[config.mk]
export PLATFORM = sky130hd
export DESIGN_NAME = bus_term_arbiter
export DESIGN_NICKNAME = d
export VERILOG_FILES = /design/src/rtl/bta_pkg.sv /design/src/rtl/bta_sync.sv /design/src/rtl/bta_phase.sv /design/src/rtl/bta_fsm.sv /design/src/rtl/bus_term_arbiter.sv
export SDC_FILE = /design/constraint.sdc
export NUM_CORES = 1
export LEC_CHECK = 0
export ABC_AREA = 0
export BUFFER_PORTS_ARGS = -buffer_cell sky130_fd_sc_hd__buf_2
export CORE_MARGIN = 5
export CORE_UTILIZATION = 45
export CTS_CLUSTER_SIZE = 30
export DETAILED_ROUTE_END_ITERATION = 16
export GPL_TIMING_DRIVEN = 0
export PLACE_DENSITY = 0.68
export REMOVE_ABC_BUFFERS = 1
export SYNTH_ARGS = -nofsm -noshare
export SYNTH_HDL_FRONTEND = slang
export SYNTH_SLANG_ARGS = --single-unit
[constraint.sdc]
create_clock -name clk -period 1.4 [get_ports clk]
set_input_delay 0.28 -clock clk [delete_from_list [all_inputs] [get_ports clk]]
set_output_delay 0.28 -clock clk [all_outputs]
set_load 0.05 [all_outputs]
[src/rtl/bta_pkg.sv]
package bta_pkg;

    localparam int ACK_W = 2;

    // Active-high view of the synchronized handshake lines
    typedef struct packed {
        logic halt;
        logic berr;
        logic ack;
    } ctl_t;

    typedef enum logic [2:0] {
        OC_NONE,
        OC_DONE,
        OC_HALT,
        OC_BERR_NOW,
        OC_BERR_LATE,
        OC_RETRY
    } outcome_e;

    typedef enum logic [1:0] {
        ST_IDLE,
        ST_FIRST,
        ST_SECOND,
        ST_HOLD
    } state_e;

    typedef struct packed {
        logic done;
        logic halted;
        logic berr_now;
        logic berr_late;
        logic retry;
    } pulse_t;

    function automatic ctl_t from_pins(logic [ACK_W-1:0] ack_n, logic berr_n, logic halt_n);
        ctl_t c;
        c.ack  = ~&ack_n;
        c.berr = ~berr_n;
        c.halt = ~halt_n;
        return c;
    endfunction

    // a: sample at state n, b: sample at state n+2
    function automatic outcome_e decide(ctl_t a, ctl_t b);
        if (a.berr && a.halt) return OC_RETRY;
        if (a.berr)           return OC_BERR_NOW;
        if (b.berr && b.halt) return OC_RETRY;
        if (b.berr)           return OC_BERR_LATE;
        if (a.halt)           return OC_HALT;
        return OC_DONE;
    endfunction

    function automatic pulse_t to_pulses(outcome_e oc);
        pulse_t p;
        p           = '0;
        p.done      = (oc == OC_DONE);
        p.halted    = (oc == OC_HALT);
        p.berr_now  = (oc == OC_BERR_NOW);
        p.berr_late = (oc == OC_BERR_LATE);
        p.retry     = (oc == OC_RETRY);
        return p;
    endfunction

    function automatic logic waits_for_release(outcome_e oc);
        return (oc == OC_HALT) || (oc == OC_RETRY);
    endfunction

endpackage

[src/rtl/bta_sync.sv]
module bta_sync #(
    parameter int             W       = 4,
    parameter int             STAGES  = 2,
    parameter logic [W-1:0]   RST_VAL = '1
) (
    input  logic         clk,
    input  logic         rst,
    input  logic [W-1:0] d,
    output logic [W-1:0] q
);

    logic [W-1:0] pipe [STAGES];

    always_ff @(posedge clk) begin
        if (rst) begin
            for (int i = 0; i < STAGES; i++) pipe[i] <= RST_VAL;
        end else begin
            pipe[0] <= d;
            for (int i = 1; i < STAGES; i++) pipe[i] <= pipe[i-1];
        end
    end

    assign q = pipe[STAGES-1];

    generate
        if (STAGES == 2) begin : g_lat_chk
            // two-edge latency from pin to decision logic
            p_sync_latency_r3: assert property (@(posedge clk) disable iff (rst)
                (!$past(rst) && !$past(rst, 2)) |-> (q == $past(d, 2)));
        end
    endgenerate

endmodule

[src/rtl/bta_phase.sv]
module bta_phase #(
    parameter int PERIOD = 4
) (
    input  logic clk,
    input  logic rst,
    input  logic clear,
    input  logic run,
    output logic strobe
);

    localparam int CW = (PERIOD > 1) ? $clog2(PERIOD) : 1;
    localparam logic [CW-1:0] LAST = CW'(PERIOD - 1);

    logic [CW-1:0] cnt;

    assign strobe = run && (cnt == LAST);

    always_ff @(posedge clk) begin
        if (rst || clear) begin
            cnt <= '0;
        end else if (run) begin
            cnt <= strobe ? '0 : cnt + 1'b1;
        end
    end

    generate
        if (PERIOD > 1) begin : g_space_chk
            p_strobe_gap_r3: assert property (@(posedge clk) disable iff (rst)
                strobe |=> !strobe);
            p_clear_no_strobe_r3: assert property (@(posedge clk) disable iff (rst)
                clear |=> !strobe);
        end
    endgenerate

endmodule

[src/rtl/bta_fsm.sv]
module bta_fsm
    import bta_pkg::*;
(
    input  logic   clk,
    input  logic   rst,
    input  logic   start,
    input  ctl_t   ctl,
    input  logic   strobe,
    output logic   phase_clear,
    output logic   phase_run,
    output logic   busy,
    output pulse_t pulses
);

    state_e   st;
    ctl_t     first;
    outcome_e verdict;

    always_comb verdict = decide(first, ctl);

    assign busy        = (st != ST_IDLE);
    assign phase_clear = (st == ST_IDLE) && start;
    assign phase_run   = (st == ST_FIRST) || (st == ST_SECOND);

    always_ff @(posedge clk) begin
        if (rst) begin
            st     <= ST_IDLE;
            first  <= '0;
            pulses <= '0;
        end else begin
            pulses <= '0;
            unique case (st)
                ST_IDLE: begin
                    if (start) st <= ST_FIRST;
                end
                ST_FIRST: begin
                    if (strobe && (ctl.ack || ctl.berr)) begin
                        first <= ctl;
                        st    <= ST_SECOND;
                    end
                end
                ST_SECOND: begin
                    if (strobe) begin
                        pulses <= to_pulses(verdict);
                        st     <= waits_for_release(verdict) ? ST_HOLD : ST_IDLE;
                    end
                end
                ST_HOLD: begin
                    if (!ctl.halt) st <= ST_IDLE;
                end
                default: st <= ST_IDLE;
            endcase
        end
    end

    p_onehot_r10: assert property (@(posedge clk) disable iff (rst)
        $onehot0(pulses));
    p_after_strobe_r3: assert property (@(posedge clk) disable iff (rst)
        (|pulses) |-> $past(strobe));
    p_done_free_r5: assert property (@(posedge clk) disable iff (rst)
        pulses.done |-> !busy);
    p_berr_free_r7: assert property (@(posedge clk) disable iff (rst)
        (pulses.berr_now || pulses.berr_late) |-> !busy);
    p_retry_holds_r9: assert property (@(posedge clk) disable iff (rst)
        (pulses.retry || pulses.halted) |-> busy);
    p_start_busy_r2: assert property (@(posedge clk) disable iff (rst)
        (!busy && start) |=> busy);

endmodule

[src/rtl/bus_term_arbiter.sv]
module bus_term_arbiter
    import bta_pkg::*;
#(
    parameter int EVEN_PERIOD = 4,
    parameter int SYNC_STAGES = 2
) (
    input  logic             clk,
    input  logic             rst,
    input  logic             cycle_start,
    input  logic [ACK_W-1:0] ack_n,
    input  logic             berr_n,
    input  logic             halt_n,
    output logic             busy,
    output logic             done,
    output logic             halted,
    output logic             berr_exception,
    output logic             berr_deferred,
    output logic             retry
);

    localparam int PIN_W = ACK_W + 2;

    logic [PIN_W-1:0] pins_q;
    ctl_t             ctl;
    logic             strobe, phase_clear, phase_run;
    pulse_t           pulses;

    bta_sync #(.W(PIN_W), .STAGES(SYNC_STAGES), .RST_VAL('1)) u_sync (
        .clk (clk),
        .rst (rst),
        .d   ({ack_n, berr_n, halt_n}),
        .q   (pins_q)
    );

    assign ctl = from_pins(pins_q[PIN_W-1:2], pins_q[1], pins_q[0]);

    bta_phase #(.PERIOD(EVEN_PERIOD)) u_phase (
        .clk    (clk),
        .rst    (rst),
        .clear  (phase_clear),
        .run    (phase_run),
        .strobe (strobe)
    );

    bta_fsm u_fsm (
        .clk         (clk),
        .rst         (rst),
        .start       (cycle_start),
        .ctl         (ctl),
        .strobe      (strobe),
        .phase_clear (phase_clear),
        .phase_run   (phase_run),
        .busy        (busy),
        .pulses      (pulses)
    );

    assign done           = pulses.done;
    assign halted         = pulses.halted;
    assign berr_exception = pulses.berr_now;
    assign berr_deferred  = pulses.berr_late;
    assign retry          = pulses.retry;

endmodule

# == Word-level counts from Yosys, hierarchy flattened ==
# Memories as Yosys holds them, arrays and structs flattened.
# Cells that the tools add are included.
# word_totals
ff_bits,11
ramBits,8
out_inout_bits,6
wordCells,83
memories,1
# classes
n_addsub,1
eq_ne,13
n_mux,37
bitwise_logic,6
reduce_logical,16
# memory_table
memory,words,word_bits,rd,rd_clocked_by_memory_dff,wr,line,text
u_sync.pipe,2,4,2,0,2,bta_sync.sv:12,logic [W-1:0] pipe [STAGES];
# op_table
operator,n
3-bit 2-to-1 mux,10
1-bit 2-to-1 mux,18
2-bit 2-to-1 mux,6
4-bit 2-to-1 mux,2
2-bit case mux with 4 select lines,1
"2-bit equality test, second input constant",3
"3-bit by 2-bit equality test with 1-bit output, second input constant",2
"3-bit equality test, second input constant",2
"2-bit != test, second input constant",3
1-bit logical AND,5
1-bit logical OR,4
1-bit inverter,4
2-bit AND reduction,2
4-bit AND reduction,1
"3-bit by 1-bit equality test with 1-bit output, second input constant",1
3-bit OR reduction,1
"2-bit by 1-bit adder with 2-bit output, second input constant",1
"2-bit by 1-bit equality test with 1-bit output, second input constant",1
2-bit zero test,1
"2-bit by 1-bit != test with 1-bit output, second input constant",1
1-bit bitwise OR,2
2-bit nonzero test,1
1-bit zero test,1

# == Depth between registers and ports, before layout ==
# logic_depth
depth_word,22
ltp_mapped,6
depth_no_buf,6

# == Cells and area by module ==
# Synthesis repeated with hierarchy kept, for this count alone.
# hier_totals
hier_cells,77
area_unflattened_um2,808.3
# by_module_without_submodules
mod,n_inst,cells_per_inst,area_each_um2,seq_area_each_um2
bta_fsm,1,45,455.4,180.2
bta_sync,1,20,240.2,160.2
bta_phase,1,9,101.3,40.0
bus_term_arbiter,1,3,11.3,0.0

# == Worst setup path before layout ==
# No wires, ideal clock.
# synth_timing
path_kind,register -> register
start,register u_fsm.st[0]
end,register u_fsm.st[0]
setup_ps,128
arrival_ps,1609
required_ps,1272
setup_slack_ps,-337
stages_incl_launch_ff,7
n_path_buf,0
path_cell_list,dfxtp_1 -> inv_1 -> ha_1 -> inv_1 -> a2bb2oi_1 -> nor4bb_1 -> nor3_1
# synth_via
elab_chain_len,6
# synth_lines
item,line,text
start: declaration,bta_fsm.sv:15,state_e st;
start signal: assignment,bta_fsm.sv:45,st <= waits_for_release(verdict) ? ST_HOLD : ST_IDLE;
2-bit by 1-bit equality test with 1-bit output or 2-bit equality test (tied branches),"bta_fsm.sv:23, bta_fsm.sv:32",
1-bit logical OR,bta_fsm.sv:23,assign phase_run = (st == ST_FIRST) || (st == ST_SECOND);
1-bit logical AND,bta_phase.sv:16,assign strobe = run && (cnt == LAST);
1-bit logical AND,bta_fsm.sv:37,if (strobe && (ctl.ack || ctl.berr)) begin
2-bit != test (no source line),--,
4-bit AND reduction (no source line),--,
# Several ways; a longest one is shown, not always the timed one.
# A chain may end at the register's enable or synchronous reset.

# == Final worst setup path ==
# layout_timing
start,register u_fsm.st[1]
end,register u_fsm.st[1]
# Same word-level chain as after synthesis.

==> reports/metrics.cfg <==
[cells_and_area]
final_cells = 108
finalInstanceArea_um2 = 992
final_util_pct = 64.4
nFillCells = 129
syn2layout_area_growth_pct = 32.2
insertedDiodeCount = 0
nNetsFinal = 106
final_layout_size_suffix_gt1_share_pct = 45.7

[floorplan]
core_mm2 = 0.00154
fp.dieW_um = 50.8
start_util_pct = 48.7
io_pins = 13
die_h_um = 50.8
die_area_mm2 = 0.00259
rows = 14

[worst_setup_path]
rrSetupSlack_ns = -0.05
cp-end-kind = flop
startpoint_type = flop
crit_path_cell_trace = inv_2 > ha_4 > and4_1 > o22ai_4 > a31oi_1 > a311oi_1
r2r-end = u_fsm.st[1]
crit_cells = 6
crit_slowest_cell = dfxtp_2
cpPeakStageDelay_ns = 0.36
critical_path_class = flop to flop
worst_path_dominant_cell_family = compound AO/OA/AOI/OAI gates
critical_path.startpoint = u_fsm.st[1]
cp_num_buf_inv = 1
r2r_cells = 6
crit_arrival_ns = 1.64
crit_path_end = u_fsm.st[1]
cp_max_fo = 4
critical_path_required_ns = 1.59
r2r_start = u_fsm.st[1]

[synthesis]
synth_compound_area_share_pct = 12.8
synth_cells = 72
synth_cell_types = 26
synthAdderAreaFrac_pct = 10.0
synth_ff_type = dfxtp_1
synth_xor_area_share_pct = 0
netlist.area_leader.share_pct = 50.7
avgSynthCellArea_um2 = 10.4
yosysMostFrequentCell = dfxtp_1
ys_async_sr_fraction_pct = 0
yosysTopAreaCell = dfxtp_1
synthTopCellsByArea = dfxtp_1 (51%), ha_1 (10%), or2_2 (6.7%)
synth_edf_count = 0
synth_seq_cells = 19
synth_commonest_cells = dfxtp_1 (19), nor2_1 (9), or2_2 (8)
syn_area_um2 = 751
synth_top_family_by_area = simple AND/OR/NAND/NOR gates
synth-simple-area-share_pct = 21.3
synthMuxAreaShare_pct = 2.67
yosysWarnings = 0
seq_area_frac_synth_pct = 50.7

[clock_network]
insertion_delay_ns = 0.28
cts_sinks = 19
cts_buffers = 3
htreeDepth = 1
cts_tree = yes
cts-root-buf = clkbuf_4
worst_setup_hold_path_clk_slew_ns = 0.09
cts_max_path_buffers = 2
cts_hold_buf = 0

[global_route]
grt_pass1_wl_mm = 2.27
grt_pass1_vias = 564
grt_max_degree = 15
grt_overflow = 0
groute.usage.overall_pct = 11.2
antenna_found_initial = 0

[timing]
final.setup.worst_slack_ns = -0.0478
layout_min_cycle_time_ns = 1.45
timing.final.max_slew_violations = 0
slew-limit-headroom_pct = 77.5
finalHoldViolCount = 0
finClkSkew_ns = 0.00342
grt_setup_unrepaired = true
fmax_ghz = 0.691
finalCritPeriodShare_pct = 103
setup_viol = 1
worst_pin_slew_ns = 0.337

[power_and_ir_drop]
power_frac_seq_pct = 35.8
p_sw_share_pct = 33.6
vdd_drop_max_mv = 0.987
power_frac_comb_pct = 50.3
p_sw_uw = 622
p_per_area_mw_per_mm2 = 1860
clkPwrFrac_pct = 13.9
p_int_uw = 1230
power.leakage_uw = 0.000429

[placed_design]
globalplace.congestion = 0.780
placed_area_um2 = 827
hpwl_um = 869
dp_slack_ns = -0.243
port_buffers = 12
placed_cells = 99

[status]
violations = negative setup slack
outcome = finished, violations left

[routing]
drcViolationCount = 0
drt-vias-per-instance = 5.23
drt-total-wl_mm = 1.30
wl_per_cell_um = 12.0
vias = 565
drtIter0Drc = 5
ant_nets = 0
drt_pass1_iterations = 3

[run]
cap_violations = 0

[hold_path]
min_path_type = input pin to flop

timing repair:
item / CTS / global route
cloned: 0 / 0
pin swaps: 2 / 5
endpoints found under the setup margin: 9 / 6
resized for setup: 13 / 9
buffers inserted: 2 / 3
cell type report:
class / count / area [µm²] / area share [%]
inverters: 4 / 20.0 / 2.02
well taps: 16 / 20.0 / 2.02
repair buffers: 17 / 108 / 10.8
flip-flops and latches: 19 / 385 / 38.8
clock buffers: 4 / 26.3 / 2.65
multi-input cells: 48 / 433 / 43.6
power groups by stage:
stage               Clock (µW)  Combinational (µW)  Sequential [µW]
floorplan                    0                 403              643
global placement             0                 471              653
detailed placement           0                 484              657
CTS                        268                 696              650
global route               298                 995              674
finish                     256                 930              663
routing by layer:
metal	track usage, %	vias to the layer above	routed length [µm]
li1	-	291	-
met1	12.7	259	554
met2	19.6	15	645
met3	5.23	0	100
met4	1.28	0	0
met5	0	-	0
layout by cell type, fill, tap and decap left out, types with 2 or more instances in the layout:
cell type | Yosys | layout
dfxtp_1 | 19 | 17
buf_2 | 0 | 11
nor2_1 | 9 | 9
or2_2 | 8 | 8
buf_4 | 0 | 5
ha_1 | 6 | 4
clkbuf_4 | 0 | 3
inv_4 | 0 | 2
mux2i_1 | 2 | 2
a21oi_1 | 2 | 2
o21a_1 | 2 | 2
a211oi_1 | 2 | 2
ha_4 | 0 | 2
logic make-up (layout without fill, tap and decap cells):
kind of cell,after synthesis,after routing
AO/OA/AOI/OAI,12,12
adder cells (fa/ha/maj),6,6
multiplexers,2,2
AND/OR/NAND/NOR,28,28
flip-flops,19,19
buffers and inverters,5,25
worst reg2reg max path, delay by kind of cell, from the launching register on:
kind,cells,cell delay [ns]
compound gates,3,0.53
fa+ha+maj,1,0.18
buf+inv,1,0.07
flops,1,0.36
simple gates,1,0.23
per-stage QoR:
step / total power (µW) / setup TNS [ns] / hold slack [ns]
6_report: 1850 / -0.0478 / 0.171
5_1_grt: 1970 / -0.324 / 0.161
4_1_cts: 1610 / 0 / 0.160
3_5_place_dp: 1140 / -1.07 / 0.397
3_3_place_gp: 1120 / -0.808 / 0.391
2_1_floorplan: 1050 / -0.670 / 0.352
registers in the layout, indices dropped and copies added, names as in the netlist:
register / cells
u_phase.cnt: 2
u_sync.pipe: 8
u_fsm.first: 2
u_fsm.pulses: 5
u_fsm.st: 2
worst min path at each step:
stage	from	to	slack, ns	cells past startpoint
finish	ack_n[1]	u_sync.pipe[0][3]	0.17	2
global route	halt_n	u_sync.pipe[0][0]	0.16	2
CTS	ack_n[1]	u_sync.pipe[0][3]	0.16	2
global placement	u_sync.pipe[0][0]	u_sync.pipe[0][4]	0.39	1
floorplan	rst	u_fsm.st[1]	0.35	1
detailed placement	u_sync.pipe[0][1]	u_sync.pipe[0][5]	0.40	1
No activity file was read; power rests on OpenSTA's default activity.
